## config.mk

```make
export PLATFORM = sky130hd
export DESIGN_NAME = sd_cmd_unit
export DESIGN_NICKNAME = d
export VERILOG_FILES = /design/src/rtl/sd_cmd_pkg.sv /design/src/rtl/sd_cmd_ctrl.sv /design/src/rtl/sd_cmd_regs.sv /design/src/rtl/sd_cmd_unit.sv
export SDC_FILE = /design/constraint.sdc
export NUM_CORES = 1
export LEC_CHECK = 0
export BUFFER_PORTS_ARGS = -buffer_cell sky130_fd_sc_hd__buf_4
export CORE_UTILIZATION = 35
export CTS_BUF_LIST = sky130_fd_sc_hd__clkbuf_8
export DETAILED_ROUTE_END_ITERATION = 6
export SLEW_MARGIN = 15
export SYNTH_ARGS = -nofsm -noshare
export SYNTH_HDL_FRONTEND = slang
export SYNTH_SLANG_ARGS = --single-unit
```

## constraint.sdc

```tcl
create_clock -name clk -period 3.6 [get_ports clk]
set_input_delay 1.08 -clock clk [delete_from_list [all_inputs] [get_ports clk]]
set_output_delay 1.08 -clock clk [all_outputs]
set_load 0.02 [all_outputs]
```

## src/rtl/sd_cmd_pkg.sv

```systemverilog
package sd_cmd_pkg;

  localparam int HALF_W     = 16;
  localparam int ADDR_W     = 4;
  localparam int RSP_HALVES = 8;
  localparam int RSP_W      = RSP_HALVES * HALF_W;
  localparam int IDX_W      = 6;

  // register word addresses
  localparam logic [ADDR_W-1:0] ADDR_CMD    = 4'd0;
  localparam logic [ADDR_W-1:0] ADDR_ARG_LO = 4'd1;
  localparam logic [ADDR_W-1:0] ADDR_ARG_HI = 4'd2;
  localparam logic [ADDR_W-1:0] ADDR_CTRL   = 4'd3;
  localparam logic [ADDR_W-1:0] ADDR_STATUS = 4'd4;
  localparam logic [ADDR_W-1:0] ADDR_MASK   = 4'd5;

  // response kind codes
  localparam logic [2:0] RSP_NONE = 3'd0;
  localparam logic [2:0] RSP_R1   = 3'd1;
  localparam logic [2:0] RSP_R1B  = 3'd7;

  localparam logic [1:0] TYPE_DATA = 2'd3;

  // status bit positions
  localparam int STAT_DONE    = 0;
  localparam int STAT_STOP    = 2;
  localparam int STAT_TIMEOUT = 7;

  localparam logic [IDX_W-1:0] STOP_INDEX = 6'd12;
  localparam logic [HALF_W-1:0] MASK_KEEP = 16'h7fff;

  typedef struct packed {
    logic issue;     // command accepted this cycle
    logic complete;  // good answer this cycle
    logic timeout;   // timeout answer this cycle
    logic stopCmd;   // good answer belongs to the stop command
    logic capture;   // load response halfwords
  } cmdStrobe_t;

endpackage

```

## src/rtl/sd_cmd_ctrl.sv

```systemverilog
module sd_cmd_ctrl
  import sd_cmd_pkg::*;
(
  input  logic                  clk,
  input  logic                  rstN,
  input  logic                  regWrEn,
  input  logic [ADDR_W-1:0]     regAddr,
  input  logic [HALF_W-1:0]     regWrData,
  input  logic                  ctrlEnable,
  input  logic [2*HALF_W-1:0]   argWord,
  input  logic                  cardRespValid,
  input  logic                  cardRespTimeout,
  output cmdStrobe_t            strobe,
  output logic                  cardReqValid,
  output logic [IDX_W-1:0]      cardReqIndex,
  output logic                  cardReqInit,
  output logic [2:0]            cardReqRespType,
  output logic [1:0]            cardReqCmdType,
  output logic                  cardReqDir,
  output logic [2*HALF_W-1:0]   cardReqArg,
  output logic                  xferStart
);

  logic             pending;
  logic [IDX_W-1:0] activeIdx;
  logic [2:0]       activeResp;
  logic             cmdWrite;
  logic             accept;
  logic             respAccept;
  logic [2:0]       rawResp;
  logic [2:0]       effResp;
  logic             unusedBits;

  assign unusedBits = ^{regWrData[14], regWrData[6]};

  assign cmdWrite   = regWrEn && (regAddr == ADDR_CMD);
  assign accept     = cmdWrite && ctrlEnable && !pending;
  assign respAccept = cardRespValid && pending;

  assign rawResp = regWrData[10:8];
  assign effResp = (rawResp == RSP_R1 && regWrData[11]) ? RSP_R1B : rawResp;

  always_comb begin
    strobe          = '0;
    strobe.issue    = accept;
    strobe.timeout  = respAccept && cardRespTimeout;
    strobe.complete = respAccept && !cardRespTimeout;
    strobe.stopCmd  = strobe.complete && (activeIdx == STOP_INDEX);
    strobe.capture  = strobe.complete && (activeResp != RSP_NONE);
  end

  always_ff @(posedge clk) begin
    if (!rstN) begin
      pending         <= 1'b0;
      activeIdx       <= '0;
      activeResp      <= '0;
      cardReqValid    <= 1'b0;
      cardReqIndex    <= '0;
      cardReqInit     <= 1'b0;
      cardReqRespType <= '0;
      cardReqCmdType  <= '0;
      cardReqDir      <= 1'b0;
      cardReqArg      <= '0;
      xferStart       <= 1'b0;
    end else begin
      cardReqValid <= accept;
      xferStart    <= accept && (regWrData[13:12] == TYPE_DATA);
      if (accept) begin
        pending         <= 1'b1;
        activeIdx       <= regWrData[5:0];
        activeResp      <= effResp;
        cardReqIndex    <= regWrData[5:0];
        cardReqInit     <= regWrData[7];
        cardReqRespType <= effResp;
        cardReqCmdType  <= regWrData[13:12];
        cardReqDir      <= regWrData[15];
        cardReqArg      <= argWord;
      end else if (respAccept) begin
        pending <= 1'b0;
      end
    end
  end

  a_r1_single_pulse: assert property (@(posedge clk) disable iff (!rstN)
    cardReqValid |=> !cardReqValid);

  a_r11_one_outstanding: assert property (@(posedge clk) disable iff (!rstN)
    cardReqValid |-> pending);

  a_r4_disabled_ignored: assert property (@(posedge clk) disable iff (!rstN)
    (cmdWrite && !ctrlEnable) |=> (!cardReqValid && !xferStart));

  a_r2_busy_promotion: assert property (@(posedge clk) disable iff (!rstN)
    (accept && regWrData[10:8] == 3'd1 && regWrData[11]) |=> (cardReqRespType == 3'd7));

  a_r3_xfer_with_data: assert property (@(posedge clk) disable iff (!rstN)
    xferStart |-> (cardReqValid && cardReqCmdType == 2'd3));

endmodule

```

## src/rtl/sd_cmd_regs.sv

```systemverilog
module sd_cmd_regs
  import sd_cmd_pkg::*;
(
  input  logic                  clk,
  input  logic                  rstN,
  input  logic                  regWrEn,
  input  logic [ADDR_W-1:0]     regAddr,
  input  logic [HALF_W-1:0]     regWrData,
  input  cmdStrobe_t            strobe,
  input  logic [RSP_W-1:0]      cardRespData,
  output logic [HALF_W-1:0]     regRdData,
  output logic                  ctrlEnable,
  output logic [2*HALF_W-1:0]   argWord,
  output logic                  irq
);

  logic [HALF_W-1:0] argLo;
  logic [HALF_W-1:0] argHi;
  logic [HALF_W-1:0] lastCmd;
  logic [HALF_W-1:0] status;
  logic [HALF_W-1:0] statusNext;
  logic [HALF_W-1:0] mask;
  logic [RSP_W-1:0]  rspFlat;
  logic              wrStatus;

  assign wrStatus = regWrEn && (regAddr == ADDR_STATUS);
  assign argWord  = {argHi, argLo};

  always_comb begin
    statusNext = status;
    if (wrStatus)
      statusNext = statusNext & ~regWrData;
    if (strobe.timeout)
      statusNext[STAT_TIMEOUT] = 1'b1;
    if (strobe.complete)
      statusNext[STAT_DONE] = 1'b1;
    if (strobe.stopCmd)
      statusNext[STAT_STOP] = 1'b1;
  end

  always_ff @(posedge clk) begin
    if (!rstN) begin
      argLo      <= '0;
      argHi      <= '0;
      lastCmd    <= '0;
      status     <= '0;
      mask       <= '0;
      ctrlEnable <= 1'b0;
    end else begin
      status <= statusNext;
      if (strobe.issue)
        lastCmd <= regWrData;
      if (regWrEn) begin
        unique case (regAddr)
          ADDR_ARG_LO: argLo      <= regWrData;
          ADDR_ARG_HI: argHi      <= regWrData;
          ADDR_CTRL:   ctrlEnable <= regWrData[0];
          ADDR_MASK:   mask       <= regWrData & MASK_KEEP;
          default: ;
        endcase
      end
    end
  end

  for (genvar gi = 0; gi < RSP_HALVES; gi++) begin : g_rsp
    logic [HALF_W-1:0] half;
    always_ff @(posedge clk) begin
      if (!rstN)
        half <= '0;
      else if (strobe.issue)
        half <= '0;
      else if (strobe.capture)
        half <= cardRespData[gi*HALF_W +: HALF_W];
    end
    assign rspFlat[gi*HALF_W +: HALF_W] = half;

    a_r5_clear_on_issue: assert property (@(posedge clk) disable iff (!rstN)
      strobe.issue |=> (half == '0));
  end

  always_comb begin
    regRdData = '0;
    if (regAddr[ADDR_W-1]) begin
      regRdData = rspFlat[regAddr[ADDR_W-2:0]*HALF_W +: HALF_W];
    end else begin
      unique case (regAddr)
        ADDR_CMD:    regRdData = lastCmd;
        ADDR_ARG_LO: regRdData = argLo;
        ADDR_ARG_HI: regRdData = argHi;
        ADDR_CTRL:   regRdData = {{(HALF_W-1){1'b0}}, ctrlEnable};
        ADDR_STATUS: regRdData = status;
        ADDR_MASK:   regRdData = mask;
        default:     regRdData = '0;
      endcase
    end
  end

  assign irq = |(status & mask);

  a_r6_timeout_flag: assert property (@(posedge clk) disable iff (!rstN)
    strobe.timeout |=> status[STAT_TIMEOUT]);

  a_r7_stop_pattern: assert property (@(posedge clk) disable iff (!rstN)
    strobe.stopCmd |=> (status[STAT_DONE] && status[STAT_STOP]));

  a_r8_write_one_clears: assert property (@(posedge clk) disable iff (!rstN)
    (wrStatus && !strobe.timeout && !strobe.complete) |=> ((status & $past(regWrData)) == '0));

  a_r9_mask_top_clear: assert property (@(posedge clk) disable iff (!rstN)
    (regWrEn && regAddr == ADDR_MASK) |=> !mask[HALF_W-1]);

endmodule

```

## src/rtl/sd_cmd_unit.sv

```systemverilog
module sd_cmd_unit
  import sd_cmd_pkg::*;
(
  input  logic                 clk,
  input  logic                 rstN,
  input  logic                 regWrEn,
  input  logic [ADDR_W-1:0]    regAddr,
  input  logic [HALF_W-1:0]    regWrData,
  output logic [HALF_W-1:0]    regRdData,
  output logic                 cardReqValid,
  output logic [IDX_W-1:0]     cardReqIndex,
  output logic                 cardReqInit,
  output logic [2:0]           cardReqRespType,
  output logic [1:0]           cardReqCmdType,
  output logic                 cardReqDir,
  output logic [2*HALF_W-1:0]  cardReqArg,
  output logic                 xferStart,
  input  logic                 cardRespValid,
  input  logic                 cardRespTimeout,
  input  logic [RSP_W-1:0]     cardRespData,
  output logic                 irq
);

  cmdStrobe_t            strobe;
  logic                  ctrlEnable;
  logic [2*HALF_W-1:0]   argWord;

  sd_cmd_ctrl u_ctrl (
    .clk             (clk),
    .rstN            (rstN),
    .regWrEn         (regWrEn),
    .regAddr         (regAddr),
    .regWrData       (regWrData),
    .ctrlEnable      (ctrlEnable),
    .argWord         (argWord),
    .cardRespValid   (cardRespValid),
    .cardRespTimeout (cardRespTimeout),
    .strobe          (strobe),
    .cardReqValid    (cardReqValid),
    .cardReqIndex    (cardReqIndex),
    .cardReqInit     (cardReqInit),
    .cardReqRespType (cardReqRespType),
    .cardReqCmdType  (cardReqCmdType),
    .cardReqDir      (cardReqDir),
    .cardReqArg      (cardReqArg),
    .xferStart       (xferStart)
  );

  sd_cmd_regs u_regs (
    .clk          (clk),
    .rstN         (rstN),
    .regWrEn      (regWrEn),
    .regAddr      (regAddr),
    .regWrData    (regWrData),
    .strobe       (strobe),
    .cardRespData (cardRespData),
    .regRdData    (regRdData),
    .ctrlEnable   (ctrlEnable),
    .argWord      (argWord),
    .irq          (irq)
  );

endmodule

```

==> metrics.txt <==
outcome complete, but fails checks; failing checks negative setup slack; GR Overflow Total 0; CP cell instances buf_12 > buf_12 > mux4_2 > a22oi_2 > buf_4 > nand4_1 > buf_6; I/O Pins about 220; most used cell, CP buf_12; LEAKAGE between 4 and 5 nW; Mapped Cells 1118; Worst Tran Pin Value 0.663 ns; Buf/Inv on CP 4; Nets 1484; worst hold-check path type reg -> reg; average cell area after synthesis ~8.9 sq um; pwr dens about 430 nW/um^2; Horiz. Die Dim 170 um; fin. max-slew vios 0; initial drt markers 745; CP Capture Type output port; Synthesized Nets 1271; via-per-instance ratio 5.19; ANT nets after route 0; row cnt 61; Worst-path clk slew approximately 0.06 ns; Synth cell types 45; Root Driver clkbuf_8; Worst R2R Setup Slack between 1.5 and 2 ns; Post-synth ARST share 0%; effective utilization at floorplan a little over a third; placed cell area 11900 sq um; Yosys top cell area share between 40% and 50%; yosys warns 0; post-route cell area between 10000 and 15000 sq um; Placer Congestion about 0.85; share of layout cells above drive strength 1 28.2%; hold wc startpoint u_regs.status[15]; synthesized area roughly 9900 sq um; CP peak stage delay approximately 0.50 ns; Max Clock Freq between 200 and 300 MHz; Seq/Total Area, Yosys between 40% and 50%; DRC 0; All-Layer GR Usage 22.4%; most common cell after layout, fill and taps aside nand2_1; slowest stage cell, crit path mux4_2; Worst Path Required roughly 2.5 ns; Worst Hold Endpoint u_regs.status[15]; WP data arrival about 2.6 ns; critical path class in -> out; Final setup viols 2; port bufs about 220; leading area contributor after synthesis dfxtp_1; # clock sinks 246; P_sw ~1.3 mW; commonest cells after routing, fill and taps aside nand2_1 (385), dfxtp_1 (246), buf_4 (245), a21oi_1 (190), clkbuf_8 (53); Fin. Hold Viols 0; cts bufs inserted 42; post-route worst setup slack -0.0483 ns; Seq cells post-synth approximately 250; CTS tree done; post-route clock skew 0.0266 ns; RR Startpoint u_ctrl.cardReqRespType[2]; power share of the clock group between 40% and 50%; area grow syn2layout 31.4%; Post-synth EDFFs 0; sw frac 23.0%; R2R cell count 5; core area around 28000 sq um; critical path's top delay family buffers and inverters; WL/cell between 15 and 20 um; first-pass GRT wire length ~49000 um; vias in the first global route 8564; RSZ-0062 raised after global routing yes; # diodes 0; register share of total power about 50%; DRT Wirelength 32500 um; fin crit period between 3 and 4 ns; Hold Path Stages 2; die area between 20000 and 30000 sq um; max_slew headroom 55.8%; worst slack at placement -0.105 ns; Final period util 101%; Crit Path Max Fanout 7; total power between 5 and 6 mW; Comb pwr share under 10%; synth top area cells dfxtp_1 (50%), nand2_1 (15%), a21oi_1 (9.6%); initial antenna violation count 0; maximum vdd ir drop 210 uV; Max Cap Violations 0; clk_lat worst skew 0.55 ns; FF-to-FF End u_regs.g_rsp[4].half[13]; overall die height between 150 and 200 um; internal power 4.30 mW; largest net degree at the start of global routing 129; CTS Buffer Depth 3; DR pass1 iterations 5; routed vias between 9000 and 10000; Post-synth top flop dfxtp_1; H-tree levels 2; critical path startpoint category input port; DP HPWL 23500 um
[routing by layer]
metal | GRT usage (%) | share of wire, %
met5 | 0 | 0
met4 | 8.89 | 3.2
met3 | 3.70 | 6.4
met2 | 34.5 | 45
met1 | 31.1 | 45
[power by group through the flow]
stage	registers, mW	clock network (mW)	logic [mW]
after floorplan	2.79	0	0.120
after global placement	2.80	0	0.316
after detailed placement	2.80	0	0.319
after CTS	2.74	2.56	0.337
after global routing	2.74	2.69	0.363
final	2.74	2.51	0.341
[Yosys cell counts (all sizes together) (2+ instances only)]
cell and n:
a21oi 190, a221o 3, a22o 52, a22oi 44, a31oi 2, and2 5, and3 2, buf 50
clkbuf 48, dfxtp 246, inv 2, mux2 2, mux2i 4, mux4 32, nand2 387, nand3 5
nand4 14, nor2 6, nor2b 2, nor4 2, nor4b 3, o211ai 3, o21bai 2
[sequential cells by signal, indices dropped and copies added (netlist names)]
name	flops
u_regs.ctrlEnable	1
u_regs.argHi	16
u_ctrl.pending	1
u_ctrl.cardReqIndex	5
u_regs.mask	15
u_ctrl.xferStart	1
u_ctrl.cardReqValid	1
u_ctrl.cardReqArg	32
u_regs.lastCmd	9
u_regs.argLo	16
u_ctrl.cardReqDir	1
u_ctrl.cardReqRespType	3
u_ctrl.cardReqCmdType	1
u_regs.status	16
u_regs.g_rsp.half	128
[how the worst max path moves through the flow]
stage | startpoint | to | slack (ns) | depth (start not counted)
floorplan | regAddr[0] | regRdData[10] | 0.02 | 7
global placement | regAddr[0] | regRdData[4] | -0.11 | 6
detailed placement | regAddr[0] | regRdData[2] | -0.11 | 7
CTS | regAddr[0] | regRdData[5] | -0.04 | 9
global route | regAddr[0] | regRdData[2] | -0.09 | 7
finish | regAddr[0] | regRdData[2] | -0.05 | 7
[worst min-delay path, cell delays in order (launching register included)]
cell and delay (ns):
dfxtp_1 0.32, nand2_1 0.05, a21oi_1 0.03
[repair_timing]
action,CTS,global route
resized for setup,19,9
cloned,2,0
pin swaps,11,8
hold buffers,0,0
endpoints found under the setup margin,16,11
setup buffers,6,2
[stage by stage]
stage / hold slack [ns] / TNS, ns / instances / utilization, %
final: 0.449 / -0.0579 / 1737 / 46.8
after global routing: 0.470 / -0.352 / 1737 / 46.8
after CTS: 0.440 / -0.0569 / 1735 / 46.7
after detailed placement: 0.432 / -0.850 / 1655 / 43.0
after global placement: 0.434 / -0.664 / 1655 / 43.0
after floorplan: 0.412 / 0 / 1118 / -
[logic make-up (layout without fill, tap and decap cells)]
family / count (synthesis) / in the layout / synth area share [%]
muxes: 38 / 38 / 7.91
AOI/OAI and AO/OA: 302 / 302 / 18.9
DFF: 246 / 246 / 49.7
buffers and inverters: 100 / 341 / 5.26
and+or+nand+nor: 432 / 432 / 18.2
[layout make-up]
type | instances | area (sq um)
Fill cell | 2754 | 14800
Sequential cell | 246 | 4920
Multi-Input combinational cell | 772 | 4550
Timing Repair Buffer | 267 | 2220
Clock buffer | 53 | 729
Tap cell | 378 | 473
Clock inverter | 19 | 109
Inverter | 2 | 7.51
Power figures use the tool's default switching activity.
